`src/rtl/sb_pkg.sv`:
```
`timescale 1ns/1ps
package sb_pkg;

  typedef enum logic [1:0] {
    OP_WRITE = 2'd0,
    OP_READ  = 2'd1,
    OP_FENCE = 2'd2
  } sb_op_e;

  // physical slot holding the entry that is 'age' places behind the head
  function automatic int slot_of(int head, int age, int depth);
    return (head + age) % depth;
  endfunction

  // circular pointer advance
  function automatic int ptr_next(int ptr, int depth);
    return (ptr == depth - 1) ? 0 : ptr + 1;
  endfunction

  // occupancy after one cycle of optional push and pop
  function automatic int occ_next(int occ, bit push, bit pop);
    return occ + (push ? 1 : 0) - (pop ? 1 : 0);
  endfunction

endpackage

```
`src/rtl/sb_ring.sv`:
```
`timescale 1ns/1ps
module sb_ring #(
  parameter int DEPTH = 8,
  parameter int AW    = 16,
  parameter int DW    = 32,
  localparam int PTR_W = (DEPTH > 1) ? $clog2(DEPTH) : 1,
  localparam int CNT_W = $clog2(DEPTH + 1)
) (
  input  logic                        clk,
  input  logic                        rst_n,
  input  logic                        push,
  input  logic [AW-1:0]               push_addr,
  input  logic [DW-1:0]               push_data,
  input  logic                        pop,
  output logic [PTR_W-1:0]            head_ptr,
  output logic [CNT_W-1:0]            count,
  output logic                        full,
  output logic                        empty,
  output logic [DEPTH-1:0][AW-1:0]    ent_addr,
  output logic [DEPTH-1:0][DW-1:0]    ent_data
);
  import sb_pkg::*;

  logic [PTR_W-1:0] tail_ptr;

  always_ff @(posedge clk or negedge rst_n) begin
    if (!rst_n) begin
      head_ptr <= '0;
      tail_ptr <= '0;
      count    <= '0;
    end else begin
      if (push) tail_ptr <= PTR_W'(ptr_next(int'(tail_ptr), DEPTH));
      if (pop)  head_ptr <= PTR_W'(ptr_next(int'(head_ptr), DEPTH));
      count <= CNT_W'(occ_next(int'(count), push, pop));
    end
  end

  always_ff @(posedge clk) begin
    if (push) begin
      ent_addr[tail_ptr] <= push_addr;
      ent_data[tail_ptr] <= push_data;
    end
  end

  assign full  = (int'(count) == DEPTH);
  assign empty = (count == '0);

endmodule

```
`src/rtl/sb_match.sv`:
```
`timescale 1ns/1ps
module sb_match #(
  parameter int DEPTH = 8,
  parameter int AW    = 16,
  parameter int DW    = 32,
  localparam int PTR_W = (DEPTH > 1) ? $clog2(DEPTH) : 1,
  localparam int CNT_W = $clog2(DEPTH + 1)
) (
  input  logic [DEPTH-1:0][AW-1:0] ent_addr,
  input  logic [DEPTH-1:0][DW-1:0] ent_data,
  input  logic [PTR_W-1:0]         head_ptr,
  input  logic [CNT_W-1:0]         count,
  input  logic [AW-1:0]            look_addr,
  output logic                     hit,
  output logic [DW-1:0]            hit_data
);
  import sb_pkg::*;

  logic [PTR_W-1:0] slot;

  // scan from oldest to youngest; a later match overrides an earlier one
  always_comb begin
    hit      = 1'b0;
    hit_data = '0;
    slot     = '0;
    for (int k = 0; k < DEPTH; k++) begin
      slot = PTR_W'(slot_of(int'(head_ptr), k, DEPTH));
      if (k < int'(count) && ent_addr[slot] == look_addr) begin
        hit      = 1'b1;
        hit_data = ent_data[slot];
      end
    end
  end

endmodule

```
`src/rtl/fwd_store_buffer.sv`:
```
`timescale 1ns/1ps
module fwd_store_buffer #(
  parameter int DEPTH = 8,
  parameter int AW    = 16,
  parameter int DW    = 32,
  localparam int PTR_W = (DEPTH > 1) ? $clog2(DEPTH) : 1,
  localparam int CNT_W = $clog2(DEPTH + 1)
) (
  input  logic          clk,
  input  logic          rst_n,
  input  logic          req_valid,
  input  logic [1:0]    req_op,
  input  logic [AW-1:0] req_addr,
  input  logic [DW-1:0] req_wdata,
  output logic          req_ready,
  output logic          rsp_valid,
  output logic [DW-1:0] rsp_data,
  output logic          mem_rd_req,
  output logic [AW-1:0] mem_rd_addr,
  input  logic          mem_rd_rvalid,
  input  logic [DW-1:0] mem_rd_rdata,
  output logic          drn_valid,
  output logic [AW-1:0] drn_addr,
  output logic [DW-1:0] drn_data,
  input  logic          drn_ready,
  output logic          sb_empty
);
  import sb_pkg::*;

  // named internal events
  logic                     is_wr, is_rd, is_fence;
  logic                     wr_fire, pop;
  logic                     full, empty, hit;
  logic [DW-1:0]            hit_data;
  logic [PTR_W-1:0]         head_ptr;
  logic [CNT_W-1:0]         count;
  logic [DEPTH-1:0][AW-1:0] ent_addr;
  logic [DEPTH-1:0][DW-1:0] ent_data;

  assign is_wr    = req_valid && (sb_op_e'(req_op) == OP_WRITE);
  assign is_rd    = req_valid && (sb_op_e'(req_op) == OP_READ);
  assign is_fence = req_valid && (sb_op_e'(req_op) == OP_FENCE);

  assign wr_fire  = is_wr && !full;
  assign pop      = !empty && drn_ready;

  sb_ring #(.DEPTH(DEPTH), .AW(AW), .DW(DW)) u_ring (
    .clk       (clk),
    .rst_n     (rst_n),
    .push      (wr_fire),
    .push_addr (req_addr),
    .push_data (req_wdata),
    .pop       (pop),
    .head_ptr  (head_ptr),
    .count     (count),
    .full      (full),
    .empty     (empty),
    .ent_addr  (ent_addr),
    .ent_data  (ent_data)
  );

  sb_match #(.DEPTH(DEPTH), .AW(AW), .DW(DW)) u_match (
    .ent_addr  (ent_addr),
    .ent_data  (ent_data),
    .head_ptr  (head_ptr),
    .count     (count),
    .look_addr (req_addr),
    .hit       (hit),
    .hit_data  (hit_data)
  );

  // drain port: the head entry
  assign drn_valid = !empty;
  assign drn_addr  = ent_addr[head_ptr];
  assign drn_data  = ent_data[head_ptr];
  assign sb_empty  = empty;

  // load path
  assign mem_rd_req  = is_rd && !hit;
  assign mem_rd_addr = req_addr;
  assign rsp_valid   = is_rd && (hit || mem_rd_rvalid);
  assign rsp_data    = hit ? hit_data : mem_rd_rdata;

  always_comb begin
    req_ready = 1'b0;
    if (is_wr)    req_ready = !full;
    if (is_rd)    req_ready = hit || mem_rd_rvalid;
    if (is_fence) req_ready = empty;
  end

endmodule

```
`config.mk`:
```
export PLATFORM = sky130hd
export DESIGN_NAME = fwd_store_buffer
export DESIGN_NICKNAME = d
export VERILOG_FILES = /design/src/rtl/sb_pkg.sv /design/src/rtl/sb_ring.sv /design/src/rtl/sb_match.sv /design/src/rtl/fwd_store_buffer.sv
export SDC_FILE = /design/constraint.sdc
export NUM_CORES = 1
export LEC_CHECK = 0
export ABC_CLOCK_PERIOD_IN_PS = 11700
export BUFFER_PORTS_ARGS = -buffer_cell sky130_fd_sc_hd__buf_2
export CAP_MARGIN = 15
export CORE_UTILIZATION = 60
export DETAILED_ROUTE_END_ITERATION = 12
export PLACE_DENSITY = 0.79
export SLEW_MARGIN = 20
export SYNTH_ARGS = -nofsm -noshare
export SYNTH_HDL_FRONTEND = slang
export SYNTH_HIERARCHICAL = 1
export SYNTH_SLANG_ARGS = --single-unit
```
`constraint.sdc`:
```
create_clock -name clk -period 11.7 [get_ports clk]
set_input_delay 2.34 -clock clk [delete_from_list [all_inputs] [get_ports clk]]
set_output_delay 2.34 -clock clk [all_outputs]
set_load 0.02 [all_outputs]
```
# Word-level counts from Yosys, hierarchy flattened
# Cells that the tools add are included.
# classes
n_addsub,10
n_lt_le_gt_ge,18
n_eq_ne,13
mux,62
reduce_logical,22
# op_table
op,n
binary-select mux 32 bit (select 3 bit),8
two-way mux 32 bit,18
binary-select mux 16 bit (select 3 bit),8
bitwise mux 256 bit,1
two-way mux 16 bit,9
bitwise mux 128 bit,1
== test 16 bit,8
demux 32 bit (select 3 bit),1
demux 16 bit (select 3 bit),1
less-than comparator 3 x 4 -> 1 bit (second input constant),9
logical AND 1 bit,16
less-than comparator 3 x 4 -> 1 bit (first input constant),4
two-way mux 1 bit,13
adder 3 bit (second input constant),4
less-than comparator 1 x 4 -> 1 bit (first input constant),2
less-than comparator 2 x 4 -> 1 bit (first input constant),2
adder 3 x 1 -> 3 bit (second input constant),2
adder 3 x 2 -> 3 bit (second input constant),2
== test 3 x 1 -> 1 bit (second input constant),2
two-way mux 3 bit,2
adder 4 bit,1
== test 4 bit (second input constant),1
zero test 4 bit,1
subtractor 4 bit,1
6 further kinds,8
# word_totals
register_bits,394
wordCells,144

# Logic depth before layout (Yosys ltp)
# depth
depth_word,15
depth_mapped,23
ltp_nobuf,14

# Hierarchy
# The synthesis kept the hierarchy.
# by_module_without_submodules
mod,n_inst,cells_per_inst,area_per_inst_um2
sb_match,1,1859,17304.1
sb_ring,1,440,12132.9
fwd_store_buffer,1,234,3627.2

# Worst setup path after synthesis
# Ideal clock, no wire load.
# synth_path
path_kind,input port to output port
from,input req_addr[14]
to,output rsp_data[0]
arrival_ns,5.340
required_ns,9.360
path_slack_ns,4.020
path_stages,13
n_path_buf,5
path_cell_list,buf_1 inv_1 a221oi_1 a22oi_1 a22o_1 nor4_4 buf_6 buf_2 nor3_1 nand4_1 clkbuf_1 clkbuf_1 mux2_2
# synth_between
elab_chain_len,11
elab_cells_between_ends,33
classes_between,eq/ne: 8; mux: 17; reduce/logical: 8
# synth_rtl
item,line,source
"start, declared",fwd_store_buffer.sv:13,"input logic [AW-1:0] req_addr,"
== test 16 bit,sb_match.sv:28,if (k < int'(count) && ent_addr[slot] == look_addr) begin
logical AND 1 bit,sb_match.sv:28,
two-way mux 1 bit (7 in a row),sb_match.sv:28,
two-way mux 1 bit (*),sb_match.sv:28,
net hit,fwd_store_buffer.sv:33,"logic full, empty, hit;"
two-way mux 32 bit (*),fwd_store_buffer.sv:82,assign rsp_data = hit ? hit_data : mem_rd_rdata;
"end, declared",fwd_store_buffer.sv:17,"output logic [DW-1:0] rsp_data,"
# Mark *: on every way through the listed nets, which the timed path passes. The rest lies on a longest branch.

# Worst setup path in the final report
# layout_path
from,register u_ring.head_ptr[0]
to,output rsp_data[0]
# layout_between
elab_chain_len,13
elab_cells_between_ends,72
classes_between,add/sub: 7; eq/ne: 8; mux: 49; reduce/logical: 8
# layout_rtl
item,line,source
"start, declared",sb_ring.sv:15,"output logic [PTR_W-1:0] head_ptr,"
"start signal, assigned",sb_ring.sv:33,"if (pop) head_ptr <= PTR_W'(ptr_next(int'(head_ptr), DEPTH));"
adder 3 x 1 -> 3 bit or binary-select mux 16 bit (select 3 bit) (tied branches),"sb_pkg.sv:12, sb_match.sv:28",
binary-select mux 16 bit (select 3 bit) or two-way mux 16 bit (tied branches),sb_match.sv:28,
two-way mux 16 bit (implied by the code) or == test 16 bit (tied branches),sb_match.sv:28,
== test 16 bit or logical AND 1 bit (tied branches),sb_match.sv:28,
logical AND 1 bit or two-way mux 32 bit (tied branches),sb_match.sv:28,
two-way mux 32 bit (6 in a row),sb_match.sv:28,
two-way mux 32 bit (*),sb_match.sv:28,
net hit_data[0],fwd_store_buffer.sv:34,logic [DW-1:0] hit_data;
two-way mux 32 bit (*),fwd_store_buffer.sv:82,
# Mark *: on every way through the listed nets, which the timed path passes. The rest lies on a longest branch. The select of a mux whose other input is x is not followed.

==> qor.yml <==
run_status:
  outcome: "complete, no violations"
sta:
  setup_tns_ps: 0
  fin_skew_ps: 19.9
  holdWs_ps: 576
  fmax_ghz: 0.0976
  timing.slew.headroom_pct: 21.0
  hold_viol: 0
  drv_slew: 0
  tightest_slew_ps: 1180
  rsz0062_at_grt: "no"
  finalSetupViolCount: 0
  fin_crit_sh_pct: 87.5
  period_needed_ps: 10240
clocking:
  cts_root_buf: "clkbuf_16"
  clkSlewWorstSetupHoldPaths_ps: 60
  cts_made_buffers: 41
  cts_tree: "done"
  htreeDepth: 2
  clkSinkCount: 394
  clk_latency_ps: 590
  hold_buffers: 0
  cts_max_path_buffers: 3
  postCtsSetupBuffers: 0
  cts.repair.resized: 0
route:
  route.detailed.drc: 0
  dr.pass1.iters: 8
  avgRoutedWirePerCell_um: 28.6
  vias: 24898
  detail-route-antenna-nets: 0
  vias_per_cell: 7.60
  drt_wl_total_um: 93500
  drt_iter0_drc: 3274
power_and_ir_drop:
  ir_worst_vdd_uv: 252
  totalPowerFinal_uw: 10100
  p_leak_uw: 0.0121
  cellPowerDensity_nw_per_um2: 286
yosys:
  synth_edf_count: 384
  syn_area_um2: 33100
  synthMuxAreaShare_pct: 40.1
  async_flop_share_pct: 2.54
  synthSimpleGateAreaFrac_pct: 8.86
  ys_warn_count: 6
  syn_inst: 2533
  synth_nets: 2633
  avgSynthCellArea_um2: 13.1
  ys_ff_latch: 394
  synth_compound_area_share_pct: 6.82
  synth_fa_ha_area_share_pct: 0.515
  synth_ff_type: "edfxtp_1"
  synthDistinctLibCells: 69
  synthXorXnorAreaFrac_pct: 3.71
  synth_top_family_by_area: "multiplexers"
  seq_area_frac_synth_pct: 35.6
cells_and_area:
  synthToLayoutAreaGrowth_pct: 7.28
  most-common-layout-cells: "482 x nand2_1, 479 x mux4_2, 384 x edfxtp_1, 187 x buf_2, 128 x mux2i_1"
  nFillCells: 3684
  layout_commonest_cell: "nand2_1"
  fin_cells: 3274
  final_nets: 2644
  layout-drive-gt1-share_pct: 34.8
global_routing:
  grt_util_all_layers_pct: 33.6
  grt_remaining_overflow: 0
  grt_pass1_wl_um: 144000
  grt_max_degree: 133
  grt_pass1_vias: 24794
  antenna_found_initial: 8
floorplanning:
  die_y_um: 237
  start_util_pct: 61.1
  fp-row-count: 85
  num_io_pins: 188
  die_width_um: 237
  dieArea_um2: 56100
  core-area_um2: 54100
min_path:
  min_delay_path_depth: 2
  hold_class: "flip-flop to flip-flop"
  worstHoldStart: "u_ring/tail_ptr[0]"
worst_setup_path:
  crit_path_start_kind: "flip-flop"
  path_max_fanout: 80
  r2r_start: "u_ring/count[2]"
  path_class: "flip-flop to output pin"
  crit_arrival_ps: 7900
  reg2reg_slack_ps: 7890
  crit_start: "u_ring/head_ptr[0]"
  rr_endpoint: "u_ring/ent_data[101]"
  r2r_cells: 7
  setup.worst_path.end: "rsp_data[0]"
  endpoint_kind: "output pin"
  cp.required_ps: 9360
placed_design:
  gp_congestion: 0.981
  dpl.hpwl_um: 57700
  port_buffers: 187
  place_inst: 3197
job:
  drv_cap: 0
-- how the worst min path moves through the flow --
stage / endpoint / slack, ps
6_report: u_ring/tail_ptr[0] / 580
5_1_grt: u_ring/tail_ptr[0] / 650
3_5_place_dp: u_ring/tail_ptr[0] / 550
4_1_cts: u_ring/tail_ptr[0] / 560
2_1_floorplan: u_ring/tail_ptr[0] / 490
3_3_place_gp: u_ring/tail_ptr[0] / 520
-- flip-flops by register name, summed over array words and instances (netlist names) --
signal	flops
u_ring/ent_data	256
u_ring/ent_addr	128
u_ring/count	4
u_ring/head_ptr	3
u_ring/tail_ptr	3
-- logic make-up (layout without fill, tap and decap cells) --
kind of cell | after synthesis | after routing
multiplexers | 696 | 696
AO/OA/AOI/OAI | 324 | 324
flip-flops | 394 | 394
other | 0 | 4
adder cells (fa/ha/maj) | 13 | 13
AND/OR/NAND/NOR | 686 | 686
buffers and inverters | 280 | 321
XOR/XNOR | 140 | 140
-- Yosys cell counts, drive strengths merged, types with 18 or more instances --
| master | n | area (um^2) |
|---|---|---|
| clkbuf | 120 | 454 |
| nor4 | 18 | 128 |
| o21ai | 48 | 240 |
| and2 | 32 | 200 |
| edfxtp | 384 | 11500 |
| a21oi | 76 | 384 |
| a211oi | 37 | 283 |
| nor2 | 57 | 214 |
| xor2 | 33 | 289 |
| mux2 | 86 | 1120 |
| mux2i | 128 | 1280 |
| a31oi | 37 | 231 |
| nand3 | 28 | 140 |
| o221ai | 35 | 319 |
| buf | 144 | 920 |
| a211o | 32 | 280 |
| mux4 | 482 | 10900 |
| o311ai | 33 | 304 |
| xnor2 | 107 | 937 |
| nand2 | 483 | 1810 |
-- final cells by class --
| class | instances | area, um^2 | area share (%) |
|---|---|---|---|
| clock inverters | 21 | 221 | 0.624 |
| inverters | 16 | 60.1 | 0.169 |
| flip-flops and latches | 394 | 11800 | 33.2 |
| diodes | 4 | 10.0 | 0.0282 |
| well taps | 696 | 871 | 2.46 |
| clock buffers | 52 | 1120 | 3.15 |
| repair buffers | 232 | 1340 | 3.77 |
| multi-input cells | 1859 | 20100 | 56.6 |
-- critical path: stages, from the launching register on --
cell and delay, ps:
dfrtp_4 930, inv_1 100, buf_4 270, ha_4 550, buf_12 460, mux4_2 590, xor2_1 460, nor4_1 160
o2111ai_1 170, a211oi_2 150, nand3b_2 90, buf_4 540, nand3b_1 680, buf_4 490, o221ai_1 250, a21oi_1 100
o311ai_0 770, mux2_2 290, buf_2 160
-- stage by stage --
step                      util [%]  area, um^2  setup slack [ps]
final                         65.5       35500              1460
after CTS                     65.5       35500              1740
after global placement        63.0       34100              2490
after floorplan                  -       33100              4020
after global routing          65.5       35500              1280
after detailed placement      63.0       34100              2390
-- routing by layer --
layer	up-vias	track usage (%)	share of wire, %
met4	10	15.7	4.9
li1	10215	-	-
met5	-	0	0.057
met1	12387	44.5	35
met3	389	7.64	12
met2	1897	53.2	48
-- power breakdown --
part           internal, uW  leakage [uW]  switching, uW
Combinational          3140       0.00786           3900
Sequential             1630       0.00357            148
Clock                   766      0.000661            559
(Power assumes the default switching activity.)
